===== src/rtl/rtc_pkg.sv =====
`timescale 1ns/1ps
package rtc_pkg;
  localparam int NF = 6;  // sec, min, hour, date, month, year

  localparam logic [3:0] A_CTRL   = 4'd0;
  localparam logic [3:0] A_TIME0  = 4'd1;
  localparam logic [3:0] A_TIME5  = 4'd6;
  localparam logic [3:0] A_ALMCTL = 4'd7;
  localparam logic [3:0] A_ALM0   = 4'd8;
  localparam logic [3:0] A_ALM5   = 4'd13;
  localparam logic [3:0] A_STAT   = 4'd14;

  localparam int CTL_RUN  = 0;
  localparam int CTL_TEST = 1;
  localparam int CTL_CLR  = 2;
  localparam int ALM_GEN  = 6;

  // One BCD step with wrap from top back to base
  function automatic logic [7:0] bcd_step(input logic [7:0] v,
                                          input logic [7:0] top,
                                          input logic [7:0] base);
    if (v >= top) return base;
    if (v[3:0] >= 4'd9) return {v[7:4] + 4'd1, 4'd0};
    return {v[7:4], v[3:0] + 4'd1};
  endfunction

  function automatic logic is_leap(input logic [7:0] y);
    logic [6:0] b;
    b = {3'b000, y[7:4]} * 7'd10 + {3'b000, y[3:0]};
    return (b[1:0] == 2'b00);
  endfunction

  function automatic logic [7:0] last_day(input logic [7:0] m,
                                          input logic [7:0] y);
    case (m)
      8'h02:                      return is_leap(y) ? 8'h29 : 8'h28;
      8'h04, 8'h06, 8'h09, 8'h11: return 8'h30;
      default:                    return 8'h31;
    endcase
  endfunction
endpackage


===== src/rtl/rtc_tick_div.sv =====
`timescale 1ns/1ps
module rtc_tick_div #(
  parameter int unsigned TICKS = 32768
) (
  input  logic clk,
  input  logic rst_n,
  input  logic tick_i,
  input  logic clr_i,
  output logic strobe_o
);
  localparam int unsigned CW = (TICKS > 1) ? $clog2(TICKS) : 1;
  localparam logic [CW-1:0] LAST = CW'(TICKS - 1);

  logic [CW-1:0] cnt_q;

  assign strobe_o = tick_i && !clr_i && (cnt_q == LAST);

  always_ff @(posedge clk) begin
    if (!rst_n || clr_i)            cnt_q <= '0;  // hold at zero
    else if (tick_i)                cnt_q <= (cnt_q == LAST) ? '0 : cnt_q + 1'b1;
  end
endmodule


===== src/rtl/rtc_calendar.sv =====
`timescale 1ns/1ps
module rtc_calendar
  import rtc_pkg::*;
(
  input  logic                 clk,
  input  logic                 rst_n,
  input  logic                 adv_i,
  input  logic                 step_all_i,
  input  logic [NF-1:0]        wr_sel_i,
  input  logic [7:0]           wr_data_i,
  output logic [NF-1:0][7:0]   field_o,
  output logic [NF-2:0]        carry_o
);
  logic [NF-1:0][7:0] f_q;
  logic [NF-1:0][7:0] top_v;
  logic [NF-1:0][7:0] base_v;
  logic [NF-1:0]      wrap;
  logic [NF-1:0]      en;

  always_comb begin
    top_v[0] = 8'h59;
    top_v[1] = 8'h59;
    top_v[2] = 8'h23;
    top_v[3] = last_day(f_q[4], f_q[5]);   // month/leap limit
    top_v[4] = 8'h12;
    top_v[5] = 8'h99;
    base_v   = {8'h00, 8'h01, 8'h01, 8'h00, 8'h00, 8'h00};
  end

  assign en[0] = adv_i;

  genvar i;
  generate
    for (i = 0; i < NF; i++) begin : g_fld
      assign wrap[i] = (f_q[i] >= top_v[i]);
      if (i > 0) begin : g_en
        // independent stepping in test mode, R3 carry otherwise
        assign en[i] = step_all_i ? adv_i : carry_o[i-1];
      end
      if (i < NF-1) begin : g_cy
        if (i == 0) begin : g_c0
          assign carry_o[i] = adv_i && !step_all_i && wrap[i];
        end else begin : g_cn
          assign carry_o[i] = carry_o[i-1] && wrap[i];
        end
      end
      always_ff @(posedge clk) begin
        if (!rst_n)            f_q[i] <= base_v[i];
        else if (wr_sel_i[i])  f_q[i] <= wr_data_i;
        else if (en[i])        f_q[i] <= bcd_step(f_q[i], top_v[i], base_v[i]);
      end
    end
  endgenerate

  assign field_o = f_q;
endmodule


===== src/rtl/rtc_alarm_match.sv =====
`timescale 1ns/1ps
module rtc_alarm_match
  import rtc_pkg::*;
(
  input  logic               eval_i,
  input  logic               gen_i,
  input  logic [NF-1:0]      fen_i,
  input  logic [NF-1:0][7:0] time_i,
  input  logic [NF-1:0][7:0] alm_i,
  output logic [NF-1:0]      match_o,
  output logic               hit_o
);
  genvar i;
  generate
    for (i = 0; i < NF; i++) begin : g_cmp
      assign match_o[i] = !fen_i[i] || (time_i[i] == alm_i[i]);  // mask
    end
  endgenerate

  assign hit_o = eval_i && gen_i && (&match_o);  // global gate
endmodule


===== src/rtl/rtc_core.sv =====
`timescale 1ns/1ps
module rtc_core
  import rtc_pkg::*;
#(
  parameter int unsigned TICKS_PER_SEC = 32768
) (
  input  logic       clk,
  input  logic       rst_n,
  input  logic       tick_i,
  input  logic       bus_wr_i,
  input  logic [3:0] bus_addr_i,
  input  logic [7:0] bus_wdata_i,
  output logic [7:0] bus_rdata_o,
  output logic       irq_o
);
  logic [2:0]         ctrl_q;
  logic [6:0]         almctl_q;
  logic [NF-1:0][7:0] alm_q;
  logic               pend_q;
  logic               adv_d_q;

  logic               sec_strobe;
  logic               adv;
  logic               time_wr;
  logic [NF-1:0]      wr_sel;
  logic [NF-1:0][7:0] time_q;
  logic [NF-2:0]      carry;
  logic [NF-1:0]      match;
  logic               hit;
  logic               in_time, in_alm, stat_w1c;
  logic [3:0]         t_idx, a_idx;

  assign in_time  = (bus_addr_i >= A_TIME0) && (bus_addr_i <= A_TIME5);
  assign in_alm   = (bus_addr_i >= A_ALM0)  && (bus_addr_i <= A_ALM5);
  assign t_idx    = bus_addr_i - A_TIME0;
  assign a_idx    = bus_addr_i - A_ALM0;
  assign time_wr  = bus_wr_i && in_time && ctrl_q[CTL_RUN];
  assign stat_w1c = bus_wr_i && (bus_addr_i == A_STAT) && bus_wdata_i[0];

  genvar i;
  generate
    for (i = 0; i < NF; i++) begin : g_sel
      assign wr_sel[i] = time_wr && (t_idx == 4'(i));
    end
  endgenerate

  rtc_tick_div #(.TICKS(TICKS_PER_SEC)) u_div (
    .clk(clk), .rst_n(rst_n), .tick_i(tick_i),
    .clr_i(ctrl_q[CTL_CLR]), .strobe_o(sec_strobe)
  );

  // clear blocks stepping, R6 test steps on raw ticks, R4 write wins
  assign adv = (ctrl_q[CTL_TEST] ? tick_i : sec_strobe)
               && !ctrl_q[CTL_CLR] && !time_wr;

  rtc_calendar u_cal (
    .clk(clk), .rst_n(rst_n), .adv_i(adv), .step_all_i(ctrl_q[CTL_TEST]),
    .wr_sel_i(wr_sel), .wr_data_i(bus_wdata_i),
    .field_o(time_q), .carry_o(carry)
  );

  rtc_alarm_match u_alm (
    .eval_i(adv_d_q), .gen_i(almctl_q[ALM_GEN]), .fen_i(almctl_q[NF-1:0]),
    .time_i(time_q), .alm_i(alm_q), .match_o(match), .hit_o(hit)
  );

  always_ff @(posedge clk) begin
    if (!rst_n) begin
      ctrl_q   <= '0;
      almctl_q <= '0;
      alm_q    <= '0;
      pend_q   <= 1'b0;
      adv_d_q  <= 1'b0;
    end else begin
      adv_d_q <= adv;
      if (bus_wr_i && bus_addr_i == A_CTRL)   ctrl_q   <= bus_wdata_i[2:0];
      if (bus_wr_i && bus_addr_i == A_ALMCTL) almctl_q <= bus_wdata_i[6:0];
      if (bus_wr_i && in_alm)                 alm_q[a_idx[2:0]] <= bus_wdata_i;
      if (hit)           pend_q <= 1'b1;   // set wins
      else if (stat_w1c) pend_q <= 1'b0;
    end
  end

  always_comb begin
    bus_rdata_o = 8'h00;
    if (bus_addr_i == A_CTRL)        bus_rdata_o = {5'b0, ctrl_q};
    else if (in_time)                bus_rdata_o = time_q[t_idx[2:0]];
    else if (bus_addr_i == A_ALMCTL) bus_rdata_o = {1'b0, almctl_q};
    else if (in_alm)                 bus_rdata_o = alm_q[a_idx[2:0]];
    else if (bus_addr_i == A_STAT)   bus_rdata_o = {7'b0, pend_q};
  end

  assign irq_o = pend_q;
endmodule


===== config.mk =====
export PLATFORM = sky130hd
export DESIGN_NAME = rtc_core
export DESIGN_NICKNAME = d
export VERILOG_FILES = /design/src/rtl/rtc_pkg.sv /design/src/rtl/rtc_tick_div.sv /design/src/rtl/rtc_calendar.sv /design/src/rtl/rtc_alarm_match.sv /design/src/rtl/rtc_core.sv
export SDC_FILE = /design/constraint.sdc
export NUM_CORES = 1
export LEC_CHECK = 0
export BUFFER_PORTS_ARGS = -buffer_cell sky130_fd_sc_hd__clkbuf_2
export CAP_MARGIN = 20
export CORE_ASPECT_RATIO = 1.2
export CORE_MARGIN = 10
export CORE_UTILIZATION = 53
export CTS_CLUSTER_DIAMETER = 120
export DETAILED_ROUTE_END_ITERATION = 16
export PLACE_DENSITY = 0.68
export SLEW_MARGIN = 25
export SYNTH_ARGS = -nofsm -noshare
export SYNTH_HDL_FRONTEND = slang
export SYNTH_SLANG_ARGS = --single-unit
export TNS_END_PERCENT = 30

===== constraint.sdc =====
create_clock -name clk -period 3.7 [get_ports clk]
set_input_delay 0.37 -clock clk [delete_from_list [all_inputs] [get_ports clk]]
set_output_delay 0.37 -clock clk [all_outputs]
set_load 0.005 [all_outputs]

# After elaboration in Yosys (flattened, before gate mapping)
# Cells that the tools add are included.
[op_classes]
n_lt_le_gt_ge = 19
eq_ne = 19
n_reduce_logical = 69
mux = 113
n_mul = 1
add_sub_neg = 16
[op_table]
columns = ["cell", "count"]
rows = [
  ["2-to-1 mux 8 bit", 43],
  ["2-to-1 mux 1 bit", 64],
  ["adder 4 x 1 -> 4 bit, second input constant", 12],
  ["binary-select mux 8 bit (select 3 bit)", 2],
  ["bitwise mux 48 bit", 1],
  ["== test 8 bit", 6],
  ["greater-or-equal comparator 4 bit, second input constant", 7],
  ["logical AND 1 bit", 28],
  ["demux 8 bit (select 3 bit)", 1],
  ["nonzero test 3 bit", 6],
  ["== test 8 x 3 -> 1 bit, second input constant", 2],
  ["greater-or-equal comparator 8 x 7 -> 1 bit, second input constant", 2],
  ["one-hot mux 8 bit (2 select lines)", 1],
  ["adder 15 x 1 -> 15 bit, second input constant", 1],
  ["== test 15 bit, second input constant", 1],
  ["2-to-1 mux 15 bit", 1],
  ["nonzero test 2 bit", 7],
  ["== test 4 x 3 -> 1 bit, second input constant", 3],
  ["AND reduction 2 bit", 6],
  ["logical NOT 1 bit", 10],
  ["== test 4 x 2 -> 1 bit, second input constant", 2],
  ["== test 8 x 2 -> 1 bit, second input constant", 1],
  ["== test 8 x 4 -> 1 bit, second input constant", 1],
  ["== test 8 x 5 -> 1 bit, second input constant", 1],
  ["other kinds (20)", 28],
]
[word_totals]
word_cells = 260
reg_bits = 123
in_bits = 16

# Depth between registers and ports, before layout
[depth]
ltp_word = 24
mapped_depth = 15

# Cells and area by module
# A second synthesis with hierarchy kept.
[hier_totals]
cells_unflattened = 961
area_unflattened_um2 = 8578.2
[by_module_without_submodules]
columns = ["mod", "cells_each", "area_each_um2", "seq_area_each_um2", "instances"]
rows = [
  ["rtc_core", 357, 3651.0, 1201.2, 1],
  ["rtc_calendar", 452, 3628.5, 960.9, 1],
  ["rtc_tick_div", 82, 740.7, 300.3, 1],
  ["rtc_alarm_match", 70, 558.0, 0.0, 1],
]

# Worst setup path before layout
# Ideal clock, no wire load.
[synth_path]
path_type = "input to register"
from = "input bus_addr_i[0]"
to = "register u_cal.f_q (netlist bit u_cal.field_o[46])"
path_stages = 13
path_slack_ps = 767
setup_ps = 92
t_required_ps = 3608
path_buffers = 5
t_arrival_ps = 2840
path_cell_list = "buf_2 -> buf_2 -> inv_1 -> ha_1 -> buf_2 -> nor3b_1 -> or4b_1 -> clkbuf_1 -> a2bb2oi_1 -> o31ai_1 -> buf_2 -> nand2_1 -> o32ai_1"
[synth_between]
elab_chain_cells = 15
word_cells_on_any_way = 21
classes_between = "1 x add/sub; 2 x order compare; 1 x eq/ne; 2 x mux; 15 x reduce/logical"
[synth_rtl]
columns = ["element", "line_no", "text"]
rows = [
  ["from (decl)", "rtc_core.sv:11", "input logic [3:0] bus_addr_i,"],
  ["greater-or-equal comparator 4 x 1 -> 1 bit / <= comparator 4 x 3 -> 1 bit (equally long branches)", "rtc_core.sv:33", "assign in_time = (bus_addr_i >= A_TIME0) && (bus_addr_i <= A_TIME5);"],
  ["logical AND 1 bit", "rtc_core.sv:33", ""],
  ["logical AND 1 bit (2 in series)", "rtc_core.sv:37", "assign time_wr = bus_wr_i && in_time && ctrl_q[CTL_RUN];"],
  ["logical NOT 1 bit", "rtc_core.sv:54", "&& !ctrl_q[CTL_CLR] && !time_wr;"],
  ["logical AND 1 bit", "rtc_core.sv:54", ""],
  ["logical AND 1 bit (2 in series)", "rtc_calendar.sv:42", "assign carry_o[i] = adv_i && !step_all_i && wrap[i];"],
  ["logical AND 1 bit (4 in series)", "rtc_calendar.sv:44", "assign carry_o[i] = carry_o[i-1] && wrap[i];"],
  ["2-to-1 mux 1 bit", "rtc_calendar.sv:38", "assign en[i] = step_all_i ? adv_i : carry_o[i-1];"],
  ["nonzero test 2 bit (no line)", "--", ""],
  ["AND reduction 2 bit (no line)", "--", ""],
  ["to (signal, indexed assignment)", "rtc_calendar.sv:48", "if (!rst_n) f_q[i] <= base_v[i];"],
  ["to (signal, indexed assignment)", "rtc_calendar.sv:49", "else if (wr_sel_i[i]) f_q[i] <= wr_data_i;"],
  ["to (signal, indexed assignment)", "rtc_calendar.sv:50", "else if (en[i]) f_q[i] <= bcd_step(f_q[i], top_v[i], base_v[i]);"],
  ["to (decl)", "rtc_calendar.sv:14", "logic [NF-1:0][7:0] f_q;"],
]
# Parallel ways exist; a longest one is shown, timed or not.
# A chain may end at the register's enable or synchronous reset.

# Final worst setup path
[layout_path]
from = "register u_cal.f_q (netlist bit u_cal.field_o[32])"
to = "register u_cal.f_q (netlist bit u_cal.field_o[37])"
[layout_between]
elab_chain_cells = 8
word_cells_on_any_way = 29
classes_between = "3 x order compare; 5 x eq/ne; 16 x mux; 5 x reduce/logical"
[layout_rtl]
columns = ["element", "line_no", "text"]
rows = [
  ["== test 8 x 3 -> 1 bit, or another cell as far along", "rtc_pkg.sv:35", "case (m)"],
  ["OR reduction 4 bit, or another cell as far along", "rtc_pkg.sv:35", ""],
  ["one-hot mux 8 bit (2 select lines), or another cell as far along", "rtc_pkg.sv:35", ""],
  ["greater-or-equal comparator 8 bit, or another cell as far along", "rtc_calendar.sv:35", "assign wrap[i] = (f_q[i] >= top_v[i]);"],
  ["logical AND 1 bit, or another cell as far along", "rtc_calendar.sv:44", ""],
  ["2-to-1 mux 1 bit, or another cell as far along", "rtc_calendar.sv:38", ""],
  ["nonzero test 2 bit (no line), or another cell as far along", "--", ""],
  ["AND reduction 2 bit (no line) / 2-to-1 mux 8 bit (equally long branches)", "--", ""],
]
# Parallel ways exist; a longest one is shown, timed or not. The select of a mux whose other input is x is not followed.

==> run summary <==
Of the available clock period, the critical path in the final layout requires 0.900. The remaining antenna violation count came out at 0. The worst hold path passes through 3 cells. The full die area came out at 0.0204 sq mm.

The dominant delay contributor by cell family on the critical path is compound AO/OA/AOI/OAI gates. The worst endpoint required time came out at 4.01 ns. Clock latency on the worst-skew pair, taken at its later pin, is 0.43 ns. The total number of vias came out at between 7,000 and 8,000.

The post-detailed-route wirelength per cell came out at approximately 22 microns. The die outline width came out at 132 microns. The length of routed met2 wiring is around 12 mm. The critical path data arrival time came out at around 3.6 ns. The total negative slack for setup checks is 0 ns. Counting every net in the synthesized netlist gives 1,030. The number of H-tree levels came out at 4. The post-detailed-placement cell area came out at about 0.0083 sq mm. The yosys synthesis warning count came out at 0. Using the TritonRoute via totals, the vias-per-cell ratio works out to 6.34. The buffer depth of the longest clock path came out at 2.

The remaining routing DRC violations came out at 0. The average instance area after synthesis came out at 8.19 sq um. The via count of the first global-routing pass came out at ~7,000. The class of the tightest hold or removal check is input port to flop.

The critical path starts at u_cal.field_o[32]. The number of enable flip-flop cells after synthesis came out at 0. The final number of hold-violating endpoints came out at 0.

The number of max-cap violations came out at 0. The highest clock rate came out at ~300 MHz. The stage delay of the slowest cell on the critical path came out at approximately 0.45 ns.

In this run the cell area of the synthesized design comes to ~0.008 sq mm. For the pin with the worst max-slew slack, the measured transition is 0.923 ns. The fraction of synthesized cell area taken by the top area cell type is 0.309. The critical path buffer and inverter count is 1. The detailed-route wire length on metal 1 came out at approximately 11 mm. The total inserted antenna cells is 0. The flow ran to the end, and the final reports show no timing, DRC or antenna violations. In this run the static leakage power is about 3.2 nW. The share of total power dissipated in the clock network is 0.519. The total wirelength of the detailed-routed design is 26.3 mm.

The total CTS buffers came out at 17. The share of synthesized flip-flops with an asynchronous set or reset came out at 0. The total setup buffers inserted after CTS came out at 0. The slowest stage of the critical path is the sky130_fd_sc_hd__dfxtp_1 cell. The number of clock sinks came out at roughly 120. The library cells used most frequently in the layout, excluding fill and tap cells, are 123 x sky130_fd_sc_hd__dfxtp_1, 117 x sky130_fd_sc_hd__nor2_1, 63 x sky130_fd_sc_hd__a21oi_1, 63 x sky130_fd_sc_hd__mux2i_1, 62 x sky130_fd_sc_hd__nand2_1.

The critical path is of the flop to flop type. The number of cells on the worst reg-to-reg path came out at 14. The first routing iteration left between 900 and 1,000 violations.

The least setup slack across all paths after layout is 0.372 ns. The net count of the finished layout is ~1,000. In this run the power density over the cells is approximately 380 mW/mm^2. The number of primary I/O pins came out at 25. Summed over all nets, wire length on met3 after detailed routing comes to roughly 2.1 mm. The placer's final routability congestion estimate is roughly 1.0. After routing the design area is around 0.0089 sq mm.

In the post-synthesis netlist, the biggest area contributors are sky130_fd_sc_hd__dfxtp_1 31%, sky130_fd_sc_hd__mux2i_1 7.9%, sky130_fd_sc_hd__xnor2_1 6.4%, sky130_fd_sc_hd__ha_1 6.3%, sky130_fd_sc_hd__nor2_1 5.5%. The quantity of gates resized following cts is 0. The launching point of the worst reg2reg path is u_cal.field_o[32].

The signal on the critical path passes through inv_1, ha_1, o211ai_1, a21oi_1, a31oi_1, nor3_1, a21oi_1, ha_1, nor4b_1, nor2_1, nor2_1, o31a_1, o21ai_0, a32o_1. The worst setup path is launched from a flop. The internal power came out at ~2.6 mW.

The net switching power figure came out at 0.808 mW. Of all cell types, the one taking the most synthesized area is sky130_fd_sc_hd__dfxtp_1. STA classifies the critical path endpoint as a flop. For this design, the CTS-stage hold fixing added 0 buffers. TritonCTS built the clock tree. The sequential share of power is 0.401. The sum of net half-perimeters after detailed placement is approximately 19 mm. Setup repair after global routing left no endpoint under its margin. The count of pins over their slew limit came out at 0. The number of synthesized register bits is between 100 and 150.

The maximum VDD drop came out at 0.000303 V. The headroom to the max-slew limit came out at 0.382. The number of instances in the synthesized netlist came out at between 900 and 1,000. The internal reg-to-reg setup slack is about 0.37 ns. Signal routing reaches up to met4.

The dominant synthesized flop cell is sky130_fd_sc_hd__dfxtp_1. The floorplan step defined a core boundary enclosing approximately 0.015 sq mm. The number of antenna violations at the first check in global routing is 0.

The minimum period implied by the final worst setup slack is 3.33 ns. The maximum clock skew at final layout is ~0.011 ns. Clock tree synthesis selected as its root buffer the cell sky130_fd_sc_hd__clkbuf_16. The wire length of the first global-routing pass is 41.1 mm. In this run the tool buffered the top-level ports with 24 buffer cells. The fraction of final layout cells with drive strength greater than 1 came out at 0.111.

The largest net degree at the start of global routing is 33. The critical path runs through a total of 14 cells. The die height came out at 154 microns. The top fanout value on the critical path is 9. The share of total power in combinational logic came out at 0.080.

For this run, the register share of the synthesized area comes to 0.309. The layout overhead on the synthesized area came out at 11.9%. The number of placement rows is 49. The launch instance of the worst min-delay path is tick_i. The final global-route overflow total came out at 0. The register clock-pin slew on the reported worst setup and hold paths came out at ~0.050 ns. The library cell used most frequently in the layout, excluding fill and tap cells, is sky130_fd_sc_hd__dfxtp_1. Timing analysis after detailed placement gives a worst setup slack of 0.502 ns. Of the total power, the share spent switching nets is 0.240.

For this run, the total global-route usage over all layers was measured as 0.256. The total setup violations reported at the end of the flow is 0. The starting utilization of the core area is 0.536. Yosys mapped the design onto 70 distinct sky130hd cell types. The number of iterations in the first detailed-routing pass is 6.
==> tightest hold or removal path: stages <==
cell                       delay [ns]
sky130_fd_sc_hd__clkbuf_2        0.17
sky130_fd_sc_hd__nand3b_1        0.12
sky130_fd_sc_hd__a21oi_1         0.06
==> cell families after synthesis <==
group / count (synthesis) / share of synthesized area
fa+ha+maj: 40 / 0.0627
simple gates: 347 / 0.218
mux: 79 / 0.116
buf+inv: 99 / 0.0478
compound gates: 218 / 0.173
flops: 123 / 0.309
xor+xnor: 68 / 0.0746
==> registers in the layout (all words and copies together) (netlist names) <==
name / flops
adv_d_q: 1
alm_q: 48
almctl_q: 7
ctrl_q: 3
irq_o: 1
u_cal.field_o: 48
u_div.cnt_q: 15
==> stage by stage <==
step                      hold WS, ns  power (mW)  cells   util
after floorplan                 0.445        1.54    974      -
after detailed placement        0.473        1.64   1163  0.559
after global routing            0.373        3.46   1193  0.600
final                           0.353        3.37   1193  0.600
after CTS                       0.341        3.37   1193  0.600
after global placement          0.466        1.64   1163  0.558
==> path summary, 6_finish.rpt <==
path,to
setup / recovery,u_cal.field_o[37]
hold reg to reg,almctl_q[6]
setup reg to reg,u_cal.field_o[37]
hold / removal,u_div.cnt_q[1]
==> power groups by stage <==
stage	Combinational [mW]	Sequential [mW]	Clock (mW)
after detailed placement	0.261	1.38	0
after floorplan	0.164	1.37	0
after CTS	0.262	1.35	1.75
final	0.269	1.35	1.75
after global routing	0.284	1.35	1.82
after global placement	0.259	1.38	0
==> routing by layer <==
metal	vias to the layer above	GRT usage
li1	3531	-
met1	3570	0.314
met5	-	0
met4	0	0.140
met3	97	0.0645
met2	361	0.403
==> cell type report <==
cell class                 instances  area (sq um)
inverter                          36           135
fill                            1359          5960
multi-input combinational        752          5140
clock buffer                      23           498
sequential                       123          2460
timing repair buffer              48           325
tap                              204           255
clock inverter                     7           113
==> cells in the mapped netlist (11+ instances only) <==
library cell               number
sky130_fd_sc_hd__a211oi_1      19
sky130_fd_sc_hd__a21oi_1       63
sky130_fd_sc_hd__a31oi_1       11
sky130_fd_sc_hd__clkbuf_1      52
sky130_fd_sc_hd__dfxtp_1      123
sky130_fd_sc_hd__ha_1          40
sky130_fd_sc_hd__inv_1         36
sky130_fd_sc_hd__mux2i_1       63
sky130_fd_sc_hd__nand2_1       62
sky130_fd_sc_hd__nand3_1       51
sky130_fd_sc_hd__nand4_1       27
sky130_fd_sc_hd__nor2_1       117
sky130_fd_sc_hd__nor3_1        21
sky130_fd_sc_hd__o21ai_0       56
sky130_fd_sc_hd__xnor2_1       58
No activity file was read; power rests on OpenSTA's default activity.
